### src/rtl/dvfs_seq_pkg.sv
package dvfs_seq_pkg;

  typedef enum logic [2:0] {
    ST_IDLE  = 3'd0,
    ST_VLOAD = 3'd1,
    ST_VSET  = 3'd2,
    ST_VWAIT = 3'd3,
    ST_GATE  = 3'd4
  } seq_state_e;

  // Limit a requested level to the highest level that exists.
  function automatic int clamp_level(int nlvl, int req);
    return (req > nlvl - 1) ? nlvl - 1 : req;
  endfunction

  // Divider select for a level: the fastest level uses select 0 (divide by 2).
  function automatic int div_of(int nlvl, int lvl);
    return nlvl - 1 - lvl;
  endfunction

  // Voltage code for a level, spread linearly between the low and high codes.
  function automatic int vcode_of(int lo, int hi, int nlvl, int lvl);
    if (nlvl < 2) return hi;
    return lo + (lvl * (hi - lo)) / (nlvl - 1);
  endfunction

endpackage

### src/rtl/dvfs_req_latch.sv
module dvfs_req_latch
  import dvfs_seq_pkg::*;
#(
  parameter int NLVL = 3,
  localparam int LW = (NLVL > 1) ? $clog2(NLVL) : 1
) (
  input  logic          clk,
  input  logic          rst_n,
  input  logic          req_valid,
  input  logic [LW-1:0] req_level,
  output logic [LW-1:0] pend_level
);

  logic [LW-1:0] pend_q;

  // Holds the most recent request; a later strobe overwrites an earlier one.
  always_ff @(posedge clk or negedge rst_n) begin
    if (!rst_n) begin
      pend_q <= '0;
    end else if (req_valid) begin
      pend_q <= LW'(clamp_level(NLVL, int'(req_level)));
    end
  end

  assign pend_level = pend_q;

  // the held target never names a level that does not exist
  a_r8_pend_in_range: assert property (@(posedge clk) disable iff (!rst_n)
    int'(pend_q) <= NLVL - 1);

endmodule

### src/rtl/dvfs_seq_ctrl.sv
module dvfs_seq_ctrl
  import dvfs_seq_pkg::*;
#(
  parameter int NLVL    = 3,
  parameter int GAP_CYC = 2,
  localparam int LW = (NLVL > 1) ? $clog2(NLVL) : 1,
  localparam int GW = $clog2(GAP_CYC + 1)
) (
  input  logic          clk,
  input  logic          rst_n,
  input  logic [LW-1:0] pend_level,
  input  logic          pmu_ready,
  output logic [LW-1:0] cmd_level,
  output logic          vload_evt,
  output logic          gate_evt,
  output logic          ungate_evt,
  output logic [LW-1:0] cur_level,
  output logic          busy
);

  seq_state_e    state_q, state_d;
  logic [LW-1:0] tgt_q;
  logic [LW-1:0] cur_q;
  logic          up_q;
  logic [GW-1:0] gap_q;

  // Named events used by the datapath modules and by the assertions.
  logic start_evt;
  logic start_up;
  logic volt_ok_evt;

  assign start_evt   = (state_q == ST_IDLE) && (pend_level != cur_q);
  assign start_up    = pend_level > cur_q;
  assign volt_ok_evt = (state_q == ST_VWAIT) && pmu_ready;

  assign cmd_level  = (state_q == ST_IDLE) ? pend_level : tgt_q;
  assign vload_evt  = (state_q == ST_VLOAD);
  assign gate_evt   = (start_evt && !start_up) || (volt_ok_evt && up_q);
  assign ungate_evt = (state_q == ST_GATE) && (gap_q == GW'(GAP_CYC - 1));

  always_comb begin
    state_d = state_q;
    unique case (state_q)
      ST_IDLE:  if (start_evt) state_d = start_up ? ST_VLOAD : ST_GATE;
      ST_VLOAD: state_d = ST_VSET;
      ST_VSET:  state_d = ST_VWAIT;
      ST_VWAIT: if (pmu_ready) state_d = up_q ? ST_GATE : ST_IDLE;
      ST_GATE:  if (ungate_evt) state_d = up_q ? ST_IDLE : ST_VLOAD;
      default:  state_d = ST_IDLE;
    endcase
  end

  always_ff @(posedge clk or negedge rst_n) begin
    if (!rst_n) begin
      state_q <= ST_IDLE;
      tgt_q   <= '0;
      cur_q   <= '0;
      up_q    <= 1'b0;
      gap_q   <= '0;
    end else begin
      state_q <= state_d;
      if (start_evt) begin
        tgt_q <= pend_level;
        up_q  <= start_up;
      end
      if (gate_evt) begin
        gap_q <= '0;
      end else if (state_q == ST_GATE) begin
        gap_q <= gap_q + GW'(1);
      end
      if (ungate_evt) begin
        cur_q <= tgt_q;
      end
    end
  end

  assign cur_level = cur_q;
  assign busy      = (state_q != ST_IDLE);

  // on a raise the faster clock waits for the PMU
  a_r3_raise_holds: assert property (@(posedge clk) disable iff (!rst_n)
    (state_q == ST_VWAIT && up_q && !pmu_ready) |=> (state_q == ST_VWAIT));

  // on a lower the voltage code is loaded only after the slower clock is on
  a_r4_clock_then_volt: assert property (@(posedge clk) disable iff (!rst_n)
    (vload_evt && !up_q) |-> $past(ungate_evt));

  // the block stays busy until the lower voltage is confirmed
  a_r4_lower_waits: assert property (@(posedge clk) disable iff (!rst_n)
    (state_q == ST_VWAIT && !up_q && !pmu_ready) |=> busy);

  // a transition in flight keeps its target whatever new requests arrive
  a_r7_target_steady: assert property (@(posedge clk) disable iff (!rst_n)
    (state_q != ST_IDLE) |=> $stable(tgt_q));

  // no transition starts when the held request equals the present level
  a_r9_no_move: assert property (@(posedge clk) disable iff (!rst_n)
    (state_q == ST_IDLE && pend_level == cur_q) |=> (state_q == ST_IDLE));

endmodule

### src/rtl/dvfs_clk_select.sv
module dvfs_clk_select
  import dvfs_seq_pkg::*;
#(
  parameter int NLVL = 3,
  localparam int LW = (NLVL > 1) ? $clog2(NLVL) : 1
) (
  input  logic            clk,
  input  logic            rst_n,
  input  logic            gate_evt,
  input  logic            ungate_evt,
  input  logic [LW-1:0]   cmd_level,
  output logic [LW-1:0]   div_sel,
  output logic [NLVL-1:0] src_en
);

  logic [LW-1:0]   div_q;
  logic [NLVL-1:0] en_q;

  // Break-before-make: the gate event clears every enable and moves the
  // divider select; the ungate event later enables only the new source.
  always_ff @(posedge clk or negedge rst_n) begin
    if (!rst_n) begin
      div_q <= LW'(div_of(NLVL, 0));
      en_q  <= NLVL'(1);
    end else if (gate_evt) begin
      div_q <= LW'(div_of(NLVL, int'(cmd_level)));
      en_q  <= '0;
    end else if (ungate_evt) begin
      en_q  <= NLVL'(1) << cmd_level;
    end
  end

  assign div_sel = div_q;
  assign src_en  = en_q;

  // never more than one source enabled
  a_r5_onehot0: assert property (@(posedge clk) disable iff (!rst_n)
    $onehot0(en_q));

  // an enabled source is only ever followed by itself or by all-off
  a_r5_break_before_make: assert property (@(posedge clk) disable iff (!rst_n)
    (en_q != '0) |=> (en_q == '0 || $stable(en_q)));

  // the divider select moves only while every source is off
  a_r5_div_quiet: assert property (@(posedge clk) disable iff (!rst_n)
    !$stable(div_q) |-> (en_q == '0));

endmodule

### src/rtl/dvfs_volt_req.sv
module dvfs_volt_req
  import dvfs_seq_pkg::*;
#(
  parameter int NLVL     = 3,
  parameter int VW       = 5,
  parameter int VCODE_LO = 0,
  parameter int VCODE_HI = 16,
  localparam int LW = (NLVL > 1) ? $clog2(NLVL) : 1
) (
  input  logic          clk,
  input  logic          rst_n,
  input  logic          vload_evt,
  input  logic [LW-1:0] cmd_level,
  output logic [VW-1:0] vcode
);

  logic [VW-1:0] code_q;

  always_ff @(posedge clk or negedge rst_n) begin
    if (!rst_n) begin
      code_q <= VW'(vcode_of(VCODE_LO, VCODE_HI, NLVL, 0));
    end else if (vload_evt) begin
      code_q <= VW'(vcode_of(VCODE_LO, VCODE_HI, NLVL, int'(cmd_level)));
    end
  end

  assign vcode = code_q;

  // the requested code always stays inside the supply range
  a_r2_code_in_range: assert property (@(posedge clk) disable iff (!rst_n)
    int'(code_q) >= VCODE_LO && int'(code_q) <= VCODE_HI);

endmodule

### src/rtl/dvfs_transition_seq.sv
module dvfs_transition_seq
  import dvfs_seq_pkg::*;
#(
  parameter int NLVL     = 3,
  parameter int GAP_CYC  = 2,
  parameter int VW       = 5,
  parameter int VCODE_LO = 0,
  parameter int VCODE_HI = 16,
  localparam int LW = (NLVL > 1) ? $clog2(NLVL) : 1
) (
  input  logic            clk,
  input  logic            rst_n,
  input  logic            req_valid,
  input  logic [LW-1:0]   req_level,
  input  logic            pmu_ready,
  output logic [LW-1:0]   div_sel,
  output logic [NLVL-1:0] src_en,
  output logic [VW-1:0]   vcode,
  output logic            busy,
  output logic [LW-1:0]   cur_level
);

  logic [LW-1:0] pend_level;
  logic [LW-1:0] cmd_level;
  logic          vload_evt;
  logic          gate_evt;
  logic          ungate_evt;

  dvfs_req_latch #(.NLVL(NLVL)) u_req (
    .clk        (clk),
    .rst_n      (rst_n),
    .req_valid  (req_valid),
    .req_level  (req_level),
    .pend_level (pend_level)
  );

  dvfs_seq_ctrl #(.NLVL(NLVL), .GAP_CYC(GAP_CYC)) u_ctrl (
    .clk        (clk),
    .rst_n      (rst_n),
    .pend_level (pend_level),
    .pmu_ready  (pmu_ready),
    .cmd_level  (cmd_level),
    .vload_evt  (vload_evt),
    .gate_evt   (gate_evt),
    .ungate_evt (ungate_evt),
    .cur_level  (cur_level),
    .busy       (busy)
  );

  dvfs_clk_select #(.NLVL(NLVL)) u_clk (
    .clk        (clk),
    .rst_n      (rst_n),
    .gate_evt   (gate_evt),
    .ungate_evt (ungate_evt),
    .cmd_level  (cmd_level),
    .div_sel    (div_sel),
    .src_en     (src_en)
  );

  dvfs_volt_req #(
    .NLVL(NLVL), .VW(VW), .VCODE_LO(VCODE_LO), .VCODE_HI(VCODE_HI)
  ) u_volt (
    .clk       (clk),
    .rst_n     (rst_n),
    .vload_evt (vload_evt),
    .cmd_level (cmd_level),
    .vcode     (vcode)
  );

  // an enabled clock never outruns the requested supply code
  a_r6_volt_covers_clk: assert property (@(posedge clk) disable iff (!rst_n)
    (src_en != '0) |->
      (int'(vcode) >= vcode_of(VCODE_LO, VCODE_HI, NLVL, int'(cur_level))));

  // a level change takes effect only while a transition is in flight
  a_r10_busy_covers_change: assert property (@(posedge clk) disable iff (!rst_n)
    !$stable(cur_level) |-> $past(busy));

endmodule

### config.mk
export PLATFORM = sky130hd
export DESIGN_NAME = dvfs_transition_seq
export DESIGN_NICKNAME = d
export VERILOG_FILES = /design/src/rtl/dvfs_seq_pkg.sv /design/src/rtl/dvfs_req_latch.sv /design/src/rtl/dvfs_seq_ctrl.sv /design/src/rtl/dvfs_clk_select.sv /design/src/rtl/dvfs_volt_req.sv /design/src/rtl/dvfs_transition_seq.sv
export SDC_FILE = /design/constraint.sdc
export NUM_CORES = 1
export LEC_CHECK = 0
export BUFFER_PORTS_ARGS = -buffer_cell sky130_fd_sc_hd__buf_2
export CAP_MARGIN = 30
export CORE_ASPECT_RATIO = 1.25
export CORE_UTILIZATION = 36
export DETAILED_ROUTE_END_ITERATION = 10
export SLEW_MARGIN = 20
export SYNTH_ARGS = -nofsm -noshare
export SYNTH_HDL_FRONTEND = slang
export SYNTH_SLANG_ARGS = --single-unit
export TNS_END_PERCENT = 30
### constraint.sdc
create_clock -name clk -period 1.7 [get_ports clk]
set_input_delay 0.085 -clock clk [delete_from_list [all_inputs] [get_ports clk]]
set_output_delay 0.085 -clock clk [all_outputs]
set_load 0.03 [all_outputs]
# Yosys cells after proc, flatten, opt, wreduce, memory -nomap -nowiden

Index checks and enable logic that the tools add are counted.

Bits of input ports: 6
Output and inout port bits: 13
Logic and storage cells: 48
Bits in registers: 19

Eq/ne operators: 9
Add/subtract/negate cells: 2
Magnitude comparators: 2
Reduce and logical (&&, ||, !) cells: 12
Shifts and indexed selects: 1
Muxes and demuxes: 13

Operator list:

| cell                                                                    | number |
|---|---|
| 3-bit two-way mux                                                       | 7 |
| 3-bit one-hot mux with 5 select lines                                   | 1 |
| 2-bit two-way mux                                                       | 4 |
| 3-bit by 2-bit equality test with 1-bit output, second input constant   | 2 |
| 1-bit logical AND                                                       | 5 |
| 2-bit by 1-bit inequality test with 1-bit output, second input constant | 2 |
| 2-bit nonzero test                                                      | 2 |
| 3-bit by 1-bit equality test with 1-bit output, second input constant   | 1 |
| 3-bit equality test, second input constant                              | 1 |
| 3-bit zero test                                                         | 1 |
| 3-bit AND reduction                                                     | 1 |
| 3-bit nonzero test                                                      | 1 |
| 1-bit by 2-bit << shifter with 3-bit output, first input constant       | 1 |
| 2-bit by 1-bit adder with 2-bit output, second input constant           | 1 |
| 2-bit by 1-bit equality test with 1-bit output, second input constant   | 1 |
| 2-bit greater-than comparator                                           | 1 |
| 2-bit greater-than comparator, second input constant                    | 1 |
| 2-bit inequality test                                                   | 1 |
| 2-bit inequality test, second input constant                            | 1 |
| 2-bit subtractor, first input constant                                  | 1 |
| 1-bit zero test                                                         | 1 |
| 1-bit logical OR                                                        | 1 |
| 1-bit two-way mux                                                       | 1 |

# Logic depth before layout (Yosys ltp)

Gate-level depths: netlist of run 1.

Depth in word-level cells: 5
Depth in mapped cells: 8
Gate-level depth less buffers: 7

# Modules after synthesis

Synthesis of run 1 repeated with hierarchy kept, for this count alone.

Cell total of the unflattened synthesis: 88
Area total of the unflattened synthesis: 1,014.7 um^2

By module, submodules not included:

| module          | instances | area each (um^2) | cells an instance |
|---|---|---|---|
| dvfs_seq_ctrl   | 1         | 591.8            | 55 |
| dvfs_clk_select | 1         | 242.7            | 19 |
| dvfs_volt_req   | 1         | 98.8             | 8 |
| dvfs_req_latch  | 1         | 81.3             | 6 |

# Least setup slack after synthesis of run 1

No wires, ideal clock.

Kind: register to register
Start point: register u_ctrl.cur_q[1], in the netlist u_ctrl.cur_level[1]
End point: register u_ctrl.gap_q[1]
Required time: 1.601 ns
Arrival time: 1.801 ns
Stages on the path, launching flop included: 9
Buffers on the path: 1
Library setup time: 0.099 ns
Path slack: -0.200 ns
Clock period less this slack: 1.900 ns
Cell sequence: dfrtp_1 -> inv_1 -> ha_1 -> and2b_1 -> a2bb2oi_2 -> o32ai_2 -> and2_1 -> buf_6 -> a311oi_1

Cells in the longest elaborated chain, start to end: 5
Elaborated cells between the ends (all ways): 8
Those cells by class: 1 x order compare; 1 x eq/ne; 1 x mux; 5 x reduce/logical

Ends and longest elaborated chain:

| what                                                                          | line                                     | text |
|---|---|---|
| start, declared                                                               | dvfs_seq_ctrl.sv:23                      | `logic [LW-1:0] cur_q;` |
| start signal, assigned                                                        | dvfs_seq_ctrl.sv:72                      | `cur_q <= tgt_q;` |
| 2-bit greater-than comparator / 2-bit inequality test (equally long branches) | dvfs_seq_ctrl.sv:33, dvfs_seq_ctrl.sv:32 |  |
| 1-bit zero test / 1-bit logical AND (equally long branches)                   | dvfs_seq_ctrl.sv:38, dvfs_seq_ctrl.sv:32 |  |
| 1-bit logical AND (*)                                                         | dvfs_seq_ctrl.sv:38                      | `assign gate_evt = (start_evt && !start_up) \|\| (volt_ok_evt && up_q);` |
| 1-bit logical OR (*)                                                          | dvfs_seq_ctrl.sv:38                      |  |
| 2-bit two-way mux / 2-bit nonzero test (equally long branches)                | --                                       |  |
| end signal, assigned                                                          | dvfs_seq_ctrl.sv:69                      | `gap_q <= gap_q + GW'(1);` |
| end, declared                                                                 | dvfs_seq_ctrl.sv:25                      | `logic [GW-1:0] gap_q;` |

Every way passes the cells marked *; elsewhere a longest branch is shown, timed or not.
A chain may end at the register's enable or synchronous reset.

# Worst setup path after layout of run 1

Start point: register u_ctrl.state_q[1]
End point: register u_ctrl.tgt_q[1]

Cells in the longest elaborated chain, start to end: 2

Ends and longest elaborated chain:

| what                   | line                | text |
|---|---|---|
| start, declared        | dvfs_seq_ctrl.sv:21 | `seq_state_e state_q, state_d;` |
| start signal, assigned | dvfs_seq_ctrl.sv:61 | `state_q <= state_d;` |
| 3-bit zero test        | dvfs_seq_ctrl.sv:32 | `assign start_evt = (state_q == ST_IDLE) && (pend_level != cur_q);` |
| 1-bit logical AND      | dvfs_seq_ctrl.sv:32 |  |
| end signal, assigned   | dvfs_seq_ctrl.sv:63 | `tgt_q <= pend_level;` |
| end, declared          | dvfs_seq_ctrl.sv:22 | `logic [LW-1:0] tgt_q;` |

No other way between the ends.

==> impl_metrics.tcl, run 1 <==
set metrics [dict create \
    status "finished clean" \
    synth.distinct_cells 33 \
    path_depth 3 \
    netlist_area_um2 1010 \
    preCtsSetupSlack_ps -56.4 \
    cts_buffers 3 \
    min_period_ps 1660 \
    cts_tree "yes" \
    crit_type "reg -> reg" \
    reg2reg_to "u_ctrl.tgt_q[1]$_DFFE_PN0P_" \
    clk_latency_ps 300 \
    clock-sinks 19 \
    clk_pin_slew_ps 110 \
    synth_edf_count 0 \
    start_util_pct 37.8 \
    fin_crit_sh_pct 97.4 \
    fp.coreArea_um2 2680 \
    path_max_fanout 6 \
    clk_path_buf_depth 2 \
    skew_ps 2.73 \
    grt_antenna_before_repair 0 \
    fp-row-count 21 \
    drt-total-wl_mm 1.92 \
    cts_setup_buffers 0 \
    slew_viol_final 0 \
    grt_use_total_pct 14.3 \
    die_w_um 49.4 \
    top_level_ports 19 \
    leakage_nw 0.600 \
    synth-main-ff-cell "dfrtp_1" \
    rrSetupSlack_ps 40 \
    nets 132 \
    dieArea_um2 3030 \
    hold_viol_final 0 \
    rsz0062_at_grt "true" \
    r2r-start "u_ctrl.state_q[1]$_DFFE_PN0P_" \
    max_cap_viol_count 0 \
    drt_iter0_markers 9 \
    syn_inst 94 \
    regArea_um2 480 \
    ir_drop_mv 0.835 \
    yosysWarnings 0 \
    drive_above_1_share_pct 41.2 \
    globalplace.congestion 0.754 \
    ant_nets 0 \
    fmax_ghz 0.604 \
    seq_area_frac_synth_pct 47.2 \
    htreeDepth 1 \
    dp_hpwl_mm 1.46 \
    path_delay_family "simple AND/OR/NAND/NOR gates" \
    ys_async_sr_fraction_pct 100 \
    worstRegToRegCells 3 \
    num_antenna_cells 0 \
    crit_chain "or3_4 > a21oi_1 > mux2_2" \
    hold_depth 3 \
    die_h_um 61.3 \
    vias 738 \
    setup_violations 0 \
    crit_path_start_kind "flop" \
    grt_remaining_overflow 0 \
    multi_input_comb_area_um2 503 \
    hold_class "in -> reg" \
    crit_required_ps 1890 \
    p_per_area_nw_per_um2 1890 \
    first_global_vias 768 \
    utilization_pct 46.6 \
    cp.arrival_ps 1850 \
    worstHoldStart "req_level[0]" \
    setup_tns_ps 0 \
    crit_buf_inv 0 \
    nFillCells 276 \
    drc 0 \
    slowest_stage "or3_4" \
    hold_path_end "u_req.pend_level[0]$_DFFE_PN0P_" \
    drt-vias-per-instance 4.82 \
    setup_slack_ps 44.6 \
    max_stage_delay_ps 460 \
    io_buffer_count 15 \
    end_kind "flop" \
    synth_seq_cells 19 \
    cts-root-buf "clkbuf_4" \
    grt_pass1_wl_mm 3.16 \
    wl_per_cell_um 12.6 \
    firstDrtPassIters 4 \
    area_growth_pct 23.5 \
    syn_area_per_cell_um2 10.8 \
    grt_max_degree 20 \
]
==> worst max-delay path by stage <==
stage	slack, ps	endpoint	from
after floorplan	-3	u_ctrl.gap_q[1]$_DFFE_PN0P_	u_ctrl.cur_level[1]$_DFFE_PN0P_
after global placement	-40	u_clk.src_en[2]$_DFFE_PN0P_	u_ctrl.state_q[1]$_DFFE_PN0P_
after detailed placement	-60	u_clk.src_en[2]$_DFFE_PN0P_	u_ctrl.state_q[1]$_DFFE_PN0P_
after CTS	2	u_ctrl.gap_q[1]$_DFFE_PN0P_	u_ctrl.cur_level[0]$_DFFE_PN0P_
after global routing	-40	u_clk.div_sel[1]$_DFFE_PN1P_	u_ctrl.cur_level[1]$_DFFE_PN0P_
final	40	u_ctrl.tgt_q[1]$_DFFE_PN0P_	u_ctrl.state_q[1]$_DFFE_PN0P_
==> where the power goes <==
| part | leakage (nW) | internal (mW) | switching (mW) |
|---|---|---|---|
| clock | 0.0177 | 0.0876 | 0.142 |
| sequential | 0.232 | 0.650 | 0.125 |
| combinational | 0.350 | 0.618 | 0.744 |
==> synth_stat cells, drive strengths merged (2+ instances only) <==
cell   number  area (µm²)
buf         6        50.0
ha          6        75.1
nor2        7        26.3
inv         9        33.8
a21oi       5        25.0
dfrtp      17         425
o21ai       5        25.0
mux2        6        67.6
mux2i       5        50.1
nand2       5        18.8
dfstp       2        52.6
and3        2        13.8
and2        2        12.5
==> registers in the layout (all words and copies together) (netlist names) <==
register,flops
u_clk.div_sel,2
u_clk.src_en,3
u_ctrl.cur_level,2
u_ctrl.gap_q,2
u_ctrl.state_q,3
u_ctrl.tgt_q,2
u_ctrl.up_q,1
u_req.pend_level,2
u_volt.vcode,2
==> logic make-up (layout without fill, tap and decap cells) <==
kind of cell    count (synthesis)  count (layout)  synth area share (%)
simple gates                   22              22                  10.9
flops                          19              19                  47.2
compound gates                 18              18                  13.0
buf+inv                        16              39                  8.65
mux                            11              11                  11.6
fa+ha+maj                       6               6                  7.42
other cells                     1               3                 0.370
xor+xnor                        1               1                 0.865
==> worst register-to-register path, cell delays in order, from the launching register on <==
cell and delay [ps]:
dfrtp_1 400, or3_4 460, a21oi_1 320, mux2_2 380
==> cell usage in the layout, fill, tap and decap left out, types with 2 or more instances in the layout <==
cell type       n
buf_2          15
dfrtp_1        15
buf_4           9
inv_1           8
nor2_1          7
mux2_2          6
nand2_1         5
a21oi_1         5
mux2i_1         4
ha_1            4
o21ai_0         3
conb_1          3
clkbuf_4        3
ha_4            2
dlygate4sd3_1   2
dfstp_2         2
dfrtp_2         2
==> per-stage QoR <==
stage               hold WS (ps)  std cells  area, µm²  power [mW]
CTS                         17.1        153       1240        2.35
global placement            43.5        147       1180        2.06
finish                      25.7        153       1250        2.37
global route                21.8        153       1250        2.56
detailed placement          52.3        147       1180        2.08
floorplan                   -211         96       1050        1.73
==> layer usage <==
layer  vias to the layer above  GRT usage [%]  part of all wire, %
li1                        367              -                    -
met3                         4           1.73                  3.1
met4                         0           11.8                  1.9
met2                        17           25.4                   52
met1                       350           15.5                   43
met5                         -              0                    0
==> area by class of cell <==
cell class                      count  area share [%]
Tap cell                           34            3.40
Timing Repair Buffer               26            13.0
Inverter                            9            2.70
Clock buffer                        3            1.80
Clock inverter                      1           0.400
Sequential cell                    19            38.4
Multi-Input combinational cell     61            40.2
==> what timing repair did <==
action                                  4_1_cts  5_1_grt
pin swaps                                     0        0
resized for setup                             3        4
endpoints found under the hold margin        18        0
hold buffers                                  2        0
endpoints found under the setup margin        7        9
(Power assumes the default switching activity.)
==> run 2, diff against run 1 <==
--- a/config.mk
+++ b/config.mk
@@ -10,6 +10,7 @@
 export CORE_ASPECT_RATIO = 1.25
 export CORE_UTILIZATION = 36
 export DETAILED_ROUTE_END_ITERATION = 10
+export PLACE_DENSITY = 0.62
 export SLEW_MARGIN = 20
 export SYNTH_ARGS = -nofsm -noshare
 export SYNTH_HDL_FRONTEND = slang
==> constraint.sdc (replaced) <==
create_clock -name clk -period 1.65 [get_ports clk]
set_input_delay 0.0825 -clock clk [delete_from_list [all_inputs] [get_ports clk]]
set_output_delay 0.0825 -clock clk [all_outputs]
set_load 0.03 [all_outputs]
==> impl_metrics.tcl, run 2 (synthesis gave the netlist of run 1 again) <==
set metrics [dict create \
    status "complete, but fails checks" \
    failed_checks "negative setup slack" \
    crit_path_start_kind "flop" \
    fin_cells 161 \
    mostFrequentLayoutCells "17 x buf_4, 15 x buf_2, 15 x dfrtp_1, 8 x inv_1, 7 x nor2_1" \
    start_util_pct 37.8 \
    hold_depth 3 \
    grt_antenna_before_repair 0 \
    endpoint "u_clk.div_sel[1]$_DFFE_PN1P_" \
    crit_required_ps 1880 \
    crit_chain "inv_2 > ha_4 > and2b_1 > a2bb2oi_2 > o32ai_2 > and2_4 > mux2i_1" \
    ant_nets 0 \
    clk_path_buf_depth 2 \
    final_common_cell "buf_4" \
    fp-row-count 21 \
    grt_use_total_pct 15.4 \
    worstRegToRegCells 7 \
    htreeDepth 1 \
    power.total_mw 2.59 \
    cts-root-buf "clkbuf_4" \
    path_depth 7 \
    first_global_vias 749 \
    fmax_ghz 0.600 \
    io_buffer_count 15 \
    clk_latency_ps 290 \
    num_antenna_cells 0 \
    rsz0062_at_grt "true" \
    p_per_area_nw_per_um2 1970 \
    leakage_nw 0.642 \
    nFillCells 251 \
    ir_drop_mv 1.06 \
    dp_hpwl_mm 1.52 \
    cp.arrival_ps 1900 \
    placed_area_um2 1220 \
    wl_per_cell_um 12.5 \
    setup_slack_ps -17.1 \
    min_period_ps 1670 \
    globalplace.congestion 0.738 \
    cp-startpoint "u_ctrl.cur_level[1]$_DFFE_PN0P_" \
    cts_tree "yes" \
    area_growth_pct 29.9 \
    utilization_pct 49.1 \
    clk_pin_slew_ps 120 \
    place_inst 153 \
    crit_type "reg -> reg" \
    drt_iter0_markers 8 \
    dieArea_um2 3030 \
    max_stage_delay_ps 420 \
    die_w_um 49.4 \
    preCtsSetupSlack_ps -149 \
    setup_violations 2 \
    max_cap_viol_count 0 \
    drt-vias-per-instance 4.76 \
    slew_viol_final 0 \
    fin_crit_sh_pct 101 \
    drt-total-wl_mm 2.01 \
    rrSetupSlack_ps -20 \
    die_h_um 61.3 \
    reg2reg_to "u_clk.div_sel[1]$_DFFE_PN1P_" \
    path_delay_family "simple AND/OR/NAND/NOR gates" \
    nets 140 \
    drc 0 \
    firstDrtPassIters 4 \
    top_level_ports 19 \
    path_max_fanout 8 \
    grt_max_degree 20 \
    hold_ws_ps 22.1 \
    end_kind "flop" \
    grt_remaining_overflow 0 \
    cts_buffers 3 \
    drive_above_1_share_pct 45.7 \
    r2r-start "u_ctrl.cur_level[1]$_DFFE_PN0P_" \
    clock-sinks 19 \
    setup_tns_ps -27.1 \
    slowest_stage "dfrtp_2" \
    vias 767 \
    hold_viol_final 0 \
    crit_buf_inv 1 \
    final_area_um2 1320 \
    grt_pass1_wl_mm 3.46 \
    hold_class "in -> reg" \
    fp.coreArea_um2 2680 \
    skew_ps 9.74 \
]
## run 2: cell count changes in the layout (fill, tap and decap cells not counted)
| cell | delta |
|---|---|
| o21ai_0 | -1 |
| o31ai_2 | +1 |
| o21ai_1 | +1 |
| buf_4 | +8 |
| o31ai_1 | -1 |
## run 2: area by class of cell
class	instances	area [µm²]	share of cell area, %
Clock inverter	1	5.00	0.381
Multi-Input combinational cell	61	508	38.6
Inverter	9	33.8	2.57
Timing Repair Buffer	34	223	16.9
Tap cell	34	42.5	3.24
Clock buffer	3	22.5	1.71
Sequential cell	19	480	36.5
## run 2: layer usage
metal	global-route usage, %	vias to the layer above	part of all wire, %
li1	-	380	-
met1	18.7	373	44
met2	27.4	12	52
met3	2.47	2	2.3
met4	6.94	0	1.0
met5	0	-	0
## run 2: tightest hold or removal path: cells and delay by family
family / cells / cell delay (ps)
buffers and inverters: 1 / 80
AND/OR/NAND/NOR: 1 / 60
AO/OA/AOI/OAI: 1 / 70
## run 2: report_power, final
part	total, mW	internal [mW]	switching, mW
Clock	0.235	0.0901	0.145
Combinational	1.56	0.743	0.817
Sequential	0.795	0.669	0.126
## run 2: how the worst min path moves through the flow
stage / start / end
after floorplan: rst_n / u_clk.div_sel[0]$_DFFE_PN0P_
after global placement: rst_n / u_ctrl.gap_q[0]$_DFFE_PN0P_
after detailed placement: rst_n / u_ctrl.state_q[2]$_DFFE_PN0P_
after CTS: req_level[0] / u_req.pend_level[0]$_DFFE_PN0P_
after global routing: req_level[1] / u_req.pend_level[1]$_DFFE_PN0P_
final: req_level[0] / u_req.pend_level[0]$_DFFE_PN0P_
## run 2: timing repair
| action | in CTS | in global routing |
|---|---|---|
| gates resized for setup | 5 | 4 |
| cloned | 0 | 0 |
| endpoints found under the hold margin | 18 | 0 |
| buffers inserted | 1 | 1 |
| endpoints found under the setup margin | 9 | 8 |
| hold buffers | 2 | 0 |
| pin swaps | 2 | 0 |
